### src/rtl/coh_exec_pkg.sv
package coh_exec_pkg;

  typedef enum logic [1:0] {
    DC_CMD_PRIV      = 2'd0,
    DC_CMD_PRIV_DATA = 2'd1,
    DC_CMD_EVICT     = 2'd2
  } dc_cmd_e;

endpackage

### src/rtl/coh_tag_match.sv
module coh_tag_match #(
  parameter int WAYS   = 4,
  parameter int TAG_W  = 4,
  parameter int WIDX_W = 2
) (
  input  logic [WAYS*TAG_W-1:0] way_tag_i,
  input  logic [WAYS-1:0]       way_rd_i,
  input  logic [WAYS-1:0]       way_wr_i,
  input  logic [TAG_W-1:0]      req_tag_i,
  output logic                  hit_o,
  output logic [WIDX_W-1:0]     hit_idx_o
);

  logic [WAYS-1:0] match_oh;

  for (genvar w = 0; w < WAYS; w++) begin : g_way
    assign match_oh[w] = (way_tag_i[w*TAG_W +: TAG_W] == req_tag_i) &&
                         (way_rd_i[w] || way_wr_i[w]);
  end

  assign hit_o = |match_oh;

  always_comb begin
    hit_idx_o = '0;
    for (int w = 0; w < WAYS; w++) begin
      if (match_oh[w]) hit_idx_o = hit_idx_o | WIDX_W'(w);
    end
  end

endmodule

### src/rtl/coh_victim_sel.sv
module coh_victim_sel #(
  parameter int WAYS   = 4,
  parameter int TAG_W  = 4,
  parameter int ST_W   = 2,
  parameter int WIDX_W = 2
) (
  input  logic [WAYS*TAG_W-1:0] way_tag_i,
  input  logic [WAYS-1:0]       way_rd_i,
  input  logic [WAYS-1:0]       way_wr_i,
  input  logic [WAYS*ST_W-1:0]  way_state_i,
  input  logic [WIDX_W-1:0]     lru_way_i,
  input  logic                  hit_i,
  input  logic                  wr_data_i,
  output logic                  evict_o,
  output logic [TAG_W-1:0]      vic_tag_o,
  output logic [ST_W-1:0]       vic_state_o
);

  logic [TAG_W-1:0] tag_a   [WAYS];
  logic [ST_W-1:0]  state_a [WAYS];
  logic             live_a  [WAYS];
  logic             vic_live;

  for (genvar w = 0; w < WAYS; w++) begin : g_unpack
    assign tag_a[w]   = way_tag_i[w*TAG_W +: TAG_W];
    assign state_a[w] = way_state_i[w*ST_W +: ST_W];
    assign live_a[w]  = way_rd_i[w] | way_wr_i[w];
  end

  assign vic_live    = live_a[lru_way_i];
  assign vic_tag_o   = tag_a[lru_way_i];
  assign vic_state_o = state_a[lru_way_i];
  assign evict_o     = wr_data_i && !hit_i && vic_live;

endmodule

### src/rtl/coh_update_route.sv
module coh_update_route
  import coh_exec_pkg::*;
#(
  parameter int TAG_W    = 4,
  parameter int SET_W    = 3,
  parameter int OFS_W    = 2,
  parameter int ST_W     = 2,
  parameter int WIDX_W   = 2,
  parameter int MT_IDX_W = 2,
  parameter int ADDR_W   = TAG_W + SET_W + OFS_W
) (
  input  logic                req_valid_i,
  input  logic [TAG_W-1:0]    req_tag_i,
  input  logic [SET_W-1:0]    req_set_i,
  input  logic [OFS_W-1:0]    req_ofs_i,
  input  logic                hit_i,
  input  logic [WIDX_W-1:0]   hit_idx_i,
  input  logic [WIDX_W-1:0]   lru_way_i,
  input  logic                evict_i,
  input  logic [TAG_W-1:0]    vic_tag_i,
  input  logic [ST_W-1:0]     vic_state_i,
  input  logic                mt_hit_i,
  input  logic [MT_IDX_W-1:0] mt_hit_idx_i,
  input  logic [MT_IDX_W-1:0] mt_free_idx_i,
  input  logic                act_wr_data_i,
  input  logic                act_upd_priv_i,
  input  logic [ST_W-1:0]     act_next_state_i,
  input  logic                act_next_stable_i,
  input  logic                act_alloc_i,
  input  logic                act_update_i,
  input  logic                act_dealloc_i,
  input  logic                act_send_data_i,
  output logic                dc_valid_o,
  output dc_cmd_e             dc_cmd_o,
  output logic [WIDX_W-1:0]   tgt_way_o,
  output logic                cs_wen_o,
  output logic                mt_wen_o,
  output logic [MT_IDX_W-1:0] mt_idx_o,
  output logic [ADDR_W-1:0]   mt_addr_o,
  output logic [ST_W-1:0]     mt_state_o,
  output logic                mt_wait_evict_o,
  output logic                mt_entry_valid_o,
  output logic                fwd_valid_o
);

  always_comb begin
    if (evict_i)            dc_cmd_o = DC_CMD_EVICT;
    else if (act_wr_data_i) dc_cmd_o = DC_CMD_PRIV_DATA;
    else                    dc_cmd_o = DC_CMD_PRIV;
  end

  assign tgt_way_o  = hit_i ? hit_idx_i : lru_way_i;
  assign dc_valid_o = req_valid_i && ((act_upd_priv_i && hit_i) || act_wr_data_i);
  assign cs_wen_o   = req_valid_i && act_next_stable_i && (hit_i || act_wr_data_i);
  assign mt_wen_o   = req_valid_i && (act_alloc_i || act_update_i || act_dealloc_i);
  assign mt_idx_o   = mt_hit_i ? mt_hit_idx_i : mt_free_idx_i;

  always_comb begin
    if (evict_i) begin
      mt_addr_o        = {vic_tag_i, req_set_i, {OFS_W{1'b0}}};
      mt_state_o       = vic_state_i;
      mt_wait_evict_o  = 1'b1;
      mt_entry_valid_o = 1'b1;
    end else begin
      mt_addr_o        = {req_tag_i, req_set_i, req_ofs_i};
      mt_state_o       = act_next_state_i;
      mt_wait_evict_o  = 1'b0;
      mt_entry_valid_o = !act_dealloc_i;
    end
  end

  assign fwd_valid_o = req_valid_i && act_send_data_i;

endmodule

### src/rtl/coh_exec_update.sv
module coh_exec_update
  import coh_exec_pkg::*;
#(
  parameter int WAYS       = 4,
  parameter int TAG_W      = 4,
  parameter int SET_W      = 3,
  parameter int OFS_W      = 2,
  parameter int ST_W       = 2,
  parameter int MT_ENTRIES = 4,
  parameter int WIDX_W     = $clog2(WAYS),
  parameter int MT_IDX_W   = $clog2(MT_ENTRIES),
  parameter int ADDR_W     = TAG_W + SET_W + OFS_W
) (
  input  logic                  clk,
  input  logic                  rst_n,
  input  logic                  req_valid_i,
  input  logic [TAG_W-1:0]      req_tag_i,
  input  logic [SET_W-1:0]      req_set_i,
  input  logic [OFS_W-1:0]      req_ofs_i,
  input  logic [WAYS*TAG_W-1:0] way_tag_i,
  input  logic [WAYS-1:0]       way_rd_i,
  input  logic [WAYS-1:0]       way_wr_i,
  input  logic [WAYS*ST_W-1:0]  way_state_i,
  input  logic [WIDX_W-1:0]     lru_way_i,
  input  logic                  mt_hit_i,
  input  logic [MT_IDX_W-1:0]   mt_hit_idx_i,
  input  logic [MT_IDX_W-1:0]   mt_free_idx_i,
  input  logic                  act_wr_data_i,
  input  logic                  act_upd_priv_i,
  input  logic [ST_W-1:0]       act_next_state_i,
  input  logic                  act_next_stable_i,
  input  logic                  act_alloc_i,
  input  logic                  act_update_i,
  input  logic                  act_dealloc_i,
  input  logic                  act_send_data_i,
  output logic                  hit_o,
  output logic [WIDX_W-1:0]     hit_way_o,
  output logic                  dc_valid_o,
  output logic [1:0]            dc_cmd_o,
  output logic [WIDX_W-1:0]     dc_way_o,
  output logic                  cs_wen_o,
  output logic [SET_W-1:0]      cs_set_o,
  output logic [WIDX_W-1:0]     cs_way_o,
  output logic [ST_W-1:0]       cs_state_o,
  output logic                  mt_wen_o,
  output logic [MT_IDX_W-1:0]   mt_idx_o,
  output logic [ADDR_W-1:0]     mt_addr_o,
  output logic [ST_W-1:0]       mt_state_o,
  output logic                  mt_wait_evict_o,
  output logic                  mt_entry_valid_o,
  output logic                  fwd_valid_o,
  output logic [SET_W-1:0]      fwd_set_o,
  output logic [WIDX_W-1:0]     fwd_way_o
);

  // ---- next-state logic ----
  logic                hit_c;
  logic [WIDX_W-1:0]   hit_idx_c;
  logic                evict_c;
  logic [TAG_W-1:0]    vic_tag_c;
  logic [ST_W-1:0]     vic_state_c;
  logic                dc_valid_c;
  dc_cmd_e             dc_cmd_c;
  logic [WIDX_W-1:0]   tgt_way_c;
  logic                cs_wen_c;
  logic                mt_wen_c;
  logic [MT_IDX_W-1:0] mt_idx_c;
  logic [ADDR_W-1:0]   mt_addr_c;
  logic [ST_W-1:0]     mt_state_c;
  logic                mt_wait_c;
  logic                mt_ev_c;
  logic                fwd_valid_c;

  coh_tag_match #(
    .WAYS(WAYS), .TAG_W(TAG_W), .WIDX_W(WIDX_W)
  ) u_match (
    .way_tag_i (way_tag_i),
    .way_rd_i  (way_rd_i),
    .way_wr_i  (way_wr_i),
    .req_tag_i (req_tag_i),
    .hit_o     (hit_c),
    .hit_idx_o (hit_idx_c)
  );

  coh_victim_sel #(
    .WAYS(WAYS), .TAG_W(TAG_W), .ST_W(ST_W), .WIDX_W(WIDX_W)
  ) u_victim (
    .way_tag_i   (way_tag_i),
    .way_rd_i    (way_rd_i),
    .way_wr_i    (way_wr_i),
    .way_state_i (way_state_i),
    .lru_way_i   (lru_way_i),
    .hit_i       (hit_c),
    .wr_data_i   (act_wr_data_i),
    .evict_o     (evict_c),
    .vic_tag_o   (vic_tag_c),
    .vic_state_o (vic_state_c)
  );

  coh_update_route #(
    .TAG_W(TAG_W), .SET_W(SET_W), .OFS_W(OFS_W), .ST_W(ST_W),
    .WIDX_W(WIDX_W), .MT_IDX_W(MT_IDX_W), .ADDR_W(ADDR_W)
  ) u_route (
    .req_valid_i       (req_valid_i),
    .req_tag_i         (req_tag_i),
    .req_set_i         (req_set_i),
    .req_ofs_i         (req_ofs_i),
    .hit_i             (hit_c),
    .hit_idx_i         (hit_idx_c),
    .lru_way_i         (lru_way_i),
    .evict_i           (evict_c),
    .vic_tag_i         (vic_tag_c),
    .vic_state_i       (vic_state_c),
    .mt_hit_i          (mt_hit_i),
    .mt_hit_idx_i      (mt_hit_idx_i),
    .mt_free_idx_i     (mt_free_idx_i),
    .act_wr_data_i     (act_wr_data_i),
    .act_upd_priv_i    (act_upd_priv_i),
    .act_next_state_i  (act_next_state_i),
    .act_next_stable_i (act_next_stable_i),
    .act_alloc_i       (act_alloc_i),
    .act_update_i      (act_update_i),
    .act_dealloc_i     (act_dealloc_i),
    .act_send_data_i   (act_send_data_i),
    .dc_valid_o        (dc_valid_c),
    .dc_cmd_o          (dc_cmd_c),
    .tgt_way_o         (tgt_way_c),
    .cs_wen_o          (cs_wen_c),
    .mt_wen_o          (mt_wen_c),
    .mt_idx_o          (mt_idx_c),
    .mt_addr_o         (mt_addr_c),
    .mt_state_o        (mt_state_c),
    .mt_wait_evict_o   (mt_wait_c),
    .mt_entry_valid_o  (mt_ev_c),
    .fwd_valid_o       (fwd_valid_c)
  );

  // ---- stage register ----
  always_ff @(posedge clk or negedge rst_n) begin
    if (!rst_n) begin
      hit_o            <= 1'b0;
      hit_way_o        <= '0;
      dc_valid_o       <= 1'b0;
      dc_cmd_o         <= '0;
      dc_way_o         <= '0;
      cs_wen_o         <= 1'b0;
      cs_set_o         <= '0;
      cs_way_o         <= '0;
      cs_state_o       <= '0;
      mt_wen_o         <= 1'b0;
      mt_idx_o         <= '0;
      mt_addr_o        <= '0;
      mt_state_o       <= '0;
      mt_wait_evict_o  <= 1'b0;
      mt_entry_valid_o <= 1'b0;
      fwd_valid_o      <= 1'b0;
      fwd_set_o        <= '0;
      fwd_way_o        <= '0;
    end else begin
      hit_o            <= req_valid_i && hit_c;
      hit_way_o        <= hit_idx_c;
      dc_valid_o       <= dc_valid_c;
      dc_cmd_o         <= dc_cmd_c;
      dc_way_o         <= tgt_way_c;
      cs_wen_o         <= cs_wen_c;
      cs_set_o         <= req_set_i;
      cs_way_o         <= tgt_way_c;
      cs_state_o       <= act_next_state_i;
      mt_wen_o         <= mt_wen_c;
      mt_idx_o         <= mt_idx_c;
      mt_addr_o        <= mt_addr_c;
      mt_state_o       <= mt_state_c;
      mt_wait_evict_o  <= mt_wait_c;
      mt_entry_valid_o <= mt_ev_c;
      fwd_valid_o      <= fwd_valid_c;
      fwd_set_o        <= req_set_i;
      fwd_way_o        <= hit_idx_c;
    end
  end

endmodule

### config.mk
export PLATFORM = sky130hd
export DESIGN_NAME = coh_exec_update
export DESIGN_NICKNAME = d
export VERILOG_FILES = /design/src/rtl/coh_exec_pkg.sv /design/src/rtl/coh_tag_match.sv /design/src/rtl/coh_victim_sel.sv /design/src/rtl/coh_update_route.sv /design/src/rtl/coh_exec_update.sv
export SDC_FILE = /design/constraint.sdc
export NUM_CORES = 1
export LEC_CHECK = 0
export CORE_MARGIN = 10
export CORE_UTILIZATION = 33
export DETAILED_ROUTE_END_ITERATION = 7
export PLACE_DENSITY = 0.76
export SETUP_SLACK_MARGIN = 0.2
export SYNTH_ARGS = -nofsm -noshare
export SYNTH_HDL_FRONTEND = slang
export SYNTH_HIERARCHICAL = 1
export SYNTH_SLANG_ARGS = --single-unit
### constraint.sdc
create_clock -name clk -period 0.8 [get_ports clk]
set_input_delay 0.16 -clock clk [delete_from_list [all_inputs] [get_ports clk]]
set_output_delay 0.16 -clock clk [all_outputs]
set_load 0.005 [all_outputs]
* After elaboration in Yosys (flattened, before gate mapping)
Index checks and enable logic that the tools add are counted.
** Word-level totals
- Logic and storage cells :: 69
- Register bits :: 31
- Input port bits :: 60
** Operators by class
- Equal/unequal tests :: 4
- Bitwise operators :: 5
- Muxes and demuxes :: 20
- Reductions and logical operators :: 24
- Magnitude comparators :: 1
** Operator list (count)
- 4-bit equality test :: 4
- 2-bit 2-to-1 mux :: 8
- 1-bit logical AND :: 13
- 9-bit 2-to-1 mux :: 1
- 4-bit binary-select mux with 2-bit select :: 1
- 1-bit logical OR :: 8
- 4-bit 2-to-1 mux :: 2
- 1-bit 2-to-1 mux :: 6
- 2-bit binary-select mux with 2-bit select :: 1
- 1-bit OR :: 4
- 4-bit OR reduction :: 1
- 3-bit greater-or-equal comparator, second input constant :: 1
- 2-bit inverter with 3-bit output :: 1
- 1-bit binary-select mux with 2-bit select :: 1
- 1-bit logical NOT :: 2

* Longest topological paths before layout
- Depth in word-level cells :: 7
- Mapped depth :: 9
- Depth with buffers taken out :: 8

* Hierarchy
The synthesis kept the hierarchy.
** By module, submodules not included
- coh_exec_update :: times used 1, cells an instance 39, area an instance 834.6 um2
- coh_victim_sel :: times used 1, cells an instance 19, area an instance 262.8 um2
- coh_update_route :: times used 1, cells an instance 25, area an instance 249.0 um2
- coh_tag_match :: times used 1, cells an instance 27, area an instance 214.0 um2

* Worst setup path after synthesis
No wires, ideal clock.
- Path type :: input to register
- From :: input req_tag_i[2]
- To :: register mt_addr_o[5]
- Path buffers :: 1
- Stages on the path :: 8
- Setup time :: 0.125 ns
- Path slack :: -1.284 ns
- Arrival time :: 1.959 ns
- Cells stage by stage :: xor2_1 > or4_4 > nand4_2 > nand3b_1 > o22ai_1 > a211o_1 > buf_6 > mux2_4
** Between the ends
- Word-level cells in the longest chain between the ends :: 7
- Elaborated cells between the ends (all ways) :: 13
- Those cells by class :: eq/ne (4); mux (1); reduce/logical (8)
** RTL lines
- start, declared :: line coh_exec_update.sv:17 : input logic [TAG_W-1:0] req_tag_i,
- 4-bit equality test :: line coh_tag_match.sv:17 : assign match_oh[w] = (way_tag_i[w*TAG_W +: TAG_W] == req_tag_i) &&
- 1-bit logical AND :: line coh_tag_match.sv:17
- 4-bit OR reduction (*) :: line coh_tag_match.sv:21 : assign hit_o = |match_oh;
- net hit_c :: line coh_exec_update.sv:57 : logic hit_c;
- 1-bit logical NOT (*) :: line coh_victim_sel.sv:33 : assign evict_o = wr_data_i && !hit_i && vic_live;
- 1-bit logical AND (*) (2 in series) :: line coh_victim_sel.sv:33
- net evict_c :: line coh_exec_update.sv:59 : logic evict_c;
- 9-bit 2-to-1 mux (*) :: line coh_update_route.sv:59 : if (evict_i) begin
- net mt_addr_c[5] :: line coh_exec_update.sv:68 : logic [ADDR_W-1:0] mt_addr_c;
- end signal, assigned :: line coh_exec_update.sv:171 : mt_addr_o <= mt_addr_c;
- end, declared :: line coh_exec_update.sv:47 : output logic [ADDR_W-1:0] mt_addr_o,
The timed path passes the listed nets; every way through them passes the cells marked *.

* Worst setup path in the final report
- From :: input way_tag_i[1]
- To :: register mt_state_o[1]
** Between the ends
- Word-level cells in the longest chain between the ends :: 7
** RTL lines
- start, declared :: line coh_exec_update.sv:20 : input logic [WAYS*TAG_W-1:0] way_tag_i,
- 4-bit equality test :: line coh_tag_match.sv:17
- 1-bit logical AND :: line coh_tag_match.sv:17
- 4-bit OR reduction :: line coh_tag_match.sv:21
- net hit_c :: line coh_exec_update.sv:57
- 1-bit logical NOT :: line coh_victim_sel.sv:33
- 1-bit logical AND (2 in series) :: line coh_victim_sel.sv:33
- net evict_c :: line coh_exec_update.sv:59
- 2-bit 2-to-1 mux :: line coh_update_route.sv:59
- net mt_state_c[1] :: line coh_exec_update.sv:69 : logic [ST_W-1:0] mt_state_c;
- end signal, assigned :: line coh_exec_update.sv:172 : mt_state_o <= mt_state_c;
- end, declared :: line coh_exec_update.sv:48 : output logic [ST_W-1:0] mt_state_o,
The timed path passes the listed nets, and every way through them passes these cells.

==> results.cfg <==
[synthesis]
synth-edff-count = 0
synth_compound_area_share_pct = 4.09
syn_inst = 110
ys_types = 30
yosys.area.top_type = dfrtp_1
synthMuxAreaShare_pct = 18.8
synth_fa_ha_area_share_pct = 0
async_flop_share_pct = 100
synth_top_family_by_area = multiplexers
synth_fp_nets = 170
yosys_warnings = 6
synthTopCellsByArea = dfrtp_1 50%, mux4_1 10%, xor2_1 6.7%
synth_area_per_cell_sq_um = 14.2
seq_area_frac_synth_pct = 49.7
yosysTopAreaCellShare_pct = 49.7
synthXorXnorAreaFrac_pct = 8.98
synth-simple-area-share_pct = 10.5
ys.flop_type = dfrtp_1
synth.cell_area_sq_um = 1560
ys_seq_elements = 31

[floorplanning]
ios = 98
std_cell_rows = 24
start_util_pct = 34.9
dieHeight_um = 88.8
die-width_um = 88.8
die-area_sq_um = 7880
core_region_area_sq_um = 4470

[cells_and_area]
nFillCells = 358
fin_nets = 291
syn_to_final_growth_pct = 78.4
layout-drive-gt1-share_pct = 55.0
layout_common_cells = 40 x buf_2, 31 x dfrtp_1, 22 x clkdlybuf4s50_1
diodes = 0
final_common_cell = buf_2

[pwr]
ir_drop_v = 0.000629
leakagePower_nw = 1.39
cellPowerDensity_nw_per_um2 = 1530

[timing]
slew_headroom_pct = 84.9
rsz0062_at_grt = yes
holdWs_ns = 0.217
setup_viol = 57
period_minus_slack_ns = 1.91
hold_viol = 0
clock.fmax_ghz = 0.524
tightest_slew_ns = 0.226
drv_slew = 0
timing.final.crit_share_pct = 238
worst_slack_ns = -1.11

[worst_setup_path]
worstPathMaxFanout = 7
worstSetupStartpoint = way_tag_i[1]
path_class = input port to register
worstPathRequired_ns = 0.96
critPathLaunchType = input port
critPathCapture = mt_state_o[1]
endpoint_kind = register
crit_arrival_ns = 2.07

[placed_design]
gp_congestion = 0.840
dp_hpwl_um = 4270
port_buffers = 97
place_ws_ns = -1.90

[global_route]
grt_max_degree = 32
grt_antenna_before_repair = 0
grt_pass1_vias = 1586
grt_usage_pct = 13.4
grt_overflow = 0
grt_pass1_wl_um = 8030

[drt]
vias = 1353
drtAntennaViolNets = 0
drt_iter0_drc = 25
viasPerCell = 4.78
wl_per_cell_um = 18.8
drc = 0
first_pass_iters = 4
wirelength_um = 5320

[status]
status = finished, violations left
failed_checks = negative setup slack

[hold_path]
whs_path_depth = 2
hold_class = input port to register

[clocking]
clock_path_buffers = 2
root_buffer = clkbuf_8
clk_pin_slew_ns = 0.06
cts.sinks = 31
cts_tree = built
hold_buffers = 0
h-tree-depth = 2
cts-buffers-inserted = 5

[job]
max_cap_viol_count = 0
## worst min-delay path by stage
stage / from / end / slack [ns]
2_1_floorplan: rst_n / cs_set_o[0] / -0.14
3_3_place_gp: rst_n / cs_set_o[2] / 0.54
3_5_place_dp: rst_n / mt_addr_o[2] / 0.54
4_1_cts: act_update_i / mt_wen_o / 0.21
5_1_grt: mt_free_idx_i[0] / mt_idx_o[0] / 0.23
6_report: act_update_i / mt_wen_o / 0.22
## power breakdown
group | internal (W) | total, W | switching (W)
Clock | 0.000673 | 0.00119 | 0.000521
Combinational | 0.000805 | 0.00130 | 0.000497
Sequential | 0.00171 | 0.00176 | 0.0000419
Total | 0.00319 | 0.00425 | 0.00106
## through the flow
stage	instance area (sq um)	TNS [ns]	util, %	instances	total power (W)
2_1_floorplan	1600	-16.14	-	110	0.00230
3_3_place_gp	2670	-36.44	59.6	266	0.00308
3_5_place_dp	2670	-37.85	59.6	266	0.00312
4_1_cts	2690	-22.84	60.2	281	0.00424
5_1_grt	2780	-23.61	62.2	283	0.00447
6_report	2780	-21.57	62.2	283	0.00425
## per-layer routing
layer | up-vias | track usage [%] | wire [um]
met4 | 0 | 5.43 | 113
met3 | 12 | 7.44 | 814
met5 | - | 0 | 0
met2 | 88 | 23.1 | 2530
li1 | 618 | - | -
met1 | 635 | 13.1 | 1860
## timing repair
item	4_1_cts	5_1_grt
setup buffers	8	2
endpoints found under the hold margin	0	0
gates cloned	0	0
setup endpoints to repair	61	57
gates resized for setup	267	32
pin swaps	23	18
## cell usage after synthesis, types with 2 or more instances
| library cell | instances |
|---|---|
| dfrtp_1 | 31 |
| buf_4 | 13 |
| xor2_1 | 12 |
| mux2_4 | 6 |
| mux4_1 | 6 |
| mux2_2 | 4 |
| xnor2_1 | 4 |
| and2b_1 | 3 |
| nor3_1 | 3 |
| and2_1 | 2 |
| buf_6 | 2 |
| nand2_1 | 2 |
| nor2_1 | 2 |
| nor3_2 | 2 |
| o211ai_1 | 2 |
| o21ai_0 | 2 |
## registers in the layout (all words and copies together) (netlist names), 2 cells and up
| name | flops |
|---|---|
| mt_addr_o | 9 |
| cs_way_o | 2 |
| hit_way_o | 2 |
| mt_idx_o | 2 |
| cs_state_o | 2 |
| cs_set_o | 3 |
| mt_state_o | 2 |
| dc_cmd_o | 2 |
## worst max-delay path, stage by stage
cell	delay [ns]
buf_8	0.10
xor2_2	0.16
or4_4	0.54
nand4_4	0.12
nand3b_1	0.16
o22ai_2	0.09
a211o_1	0.30
buf_6	0.15
mux2_4	0.29
## cell families (layout without fill, tap and decap cells)
| kind of cell | after synthesis | in the layout |
|---|---|---|
| flip-flops | 31 | 31 |
| XOR/XNOR | 16 | 16 |
| AO/OA/AOI/OAI | 9 | 9 |
| AND/OR/NAND/NOR | 22 | 22 |
| buffers and inverters | 16 | 137 |
| multiplexers | 16 | 16 |
## layout make-up
class | instances | area (sq um) | area share, %
Tap cell | 52 | 65.1 | 2.34
Clock buffer | 6 | 82.6 | 2.97
Inverter | 1 | 3.75 | 0.135
Multi-Input combinational cell | 63 | 791 | 28.4
Timing Repair Buffer | 129 | 1060 | 38.1
Sequential cell | 31 | 776 | 27.9
Clock inverter | 1 | 5.00 | 0.180
Note: power is estimated with default switching activity, not from simulation.
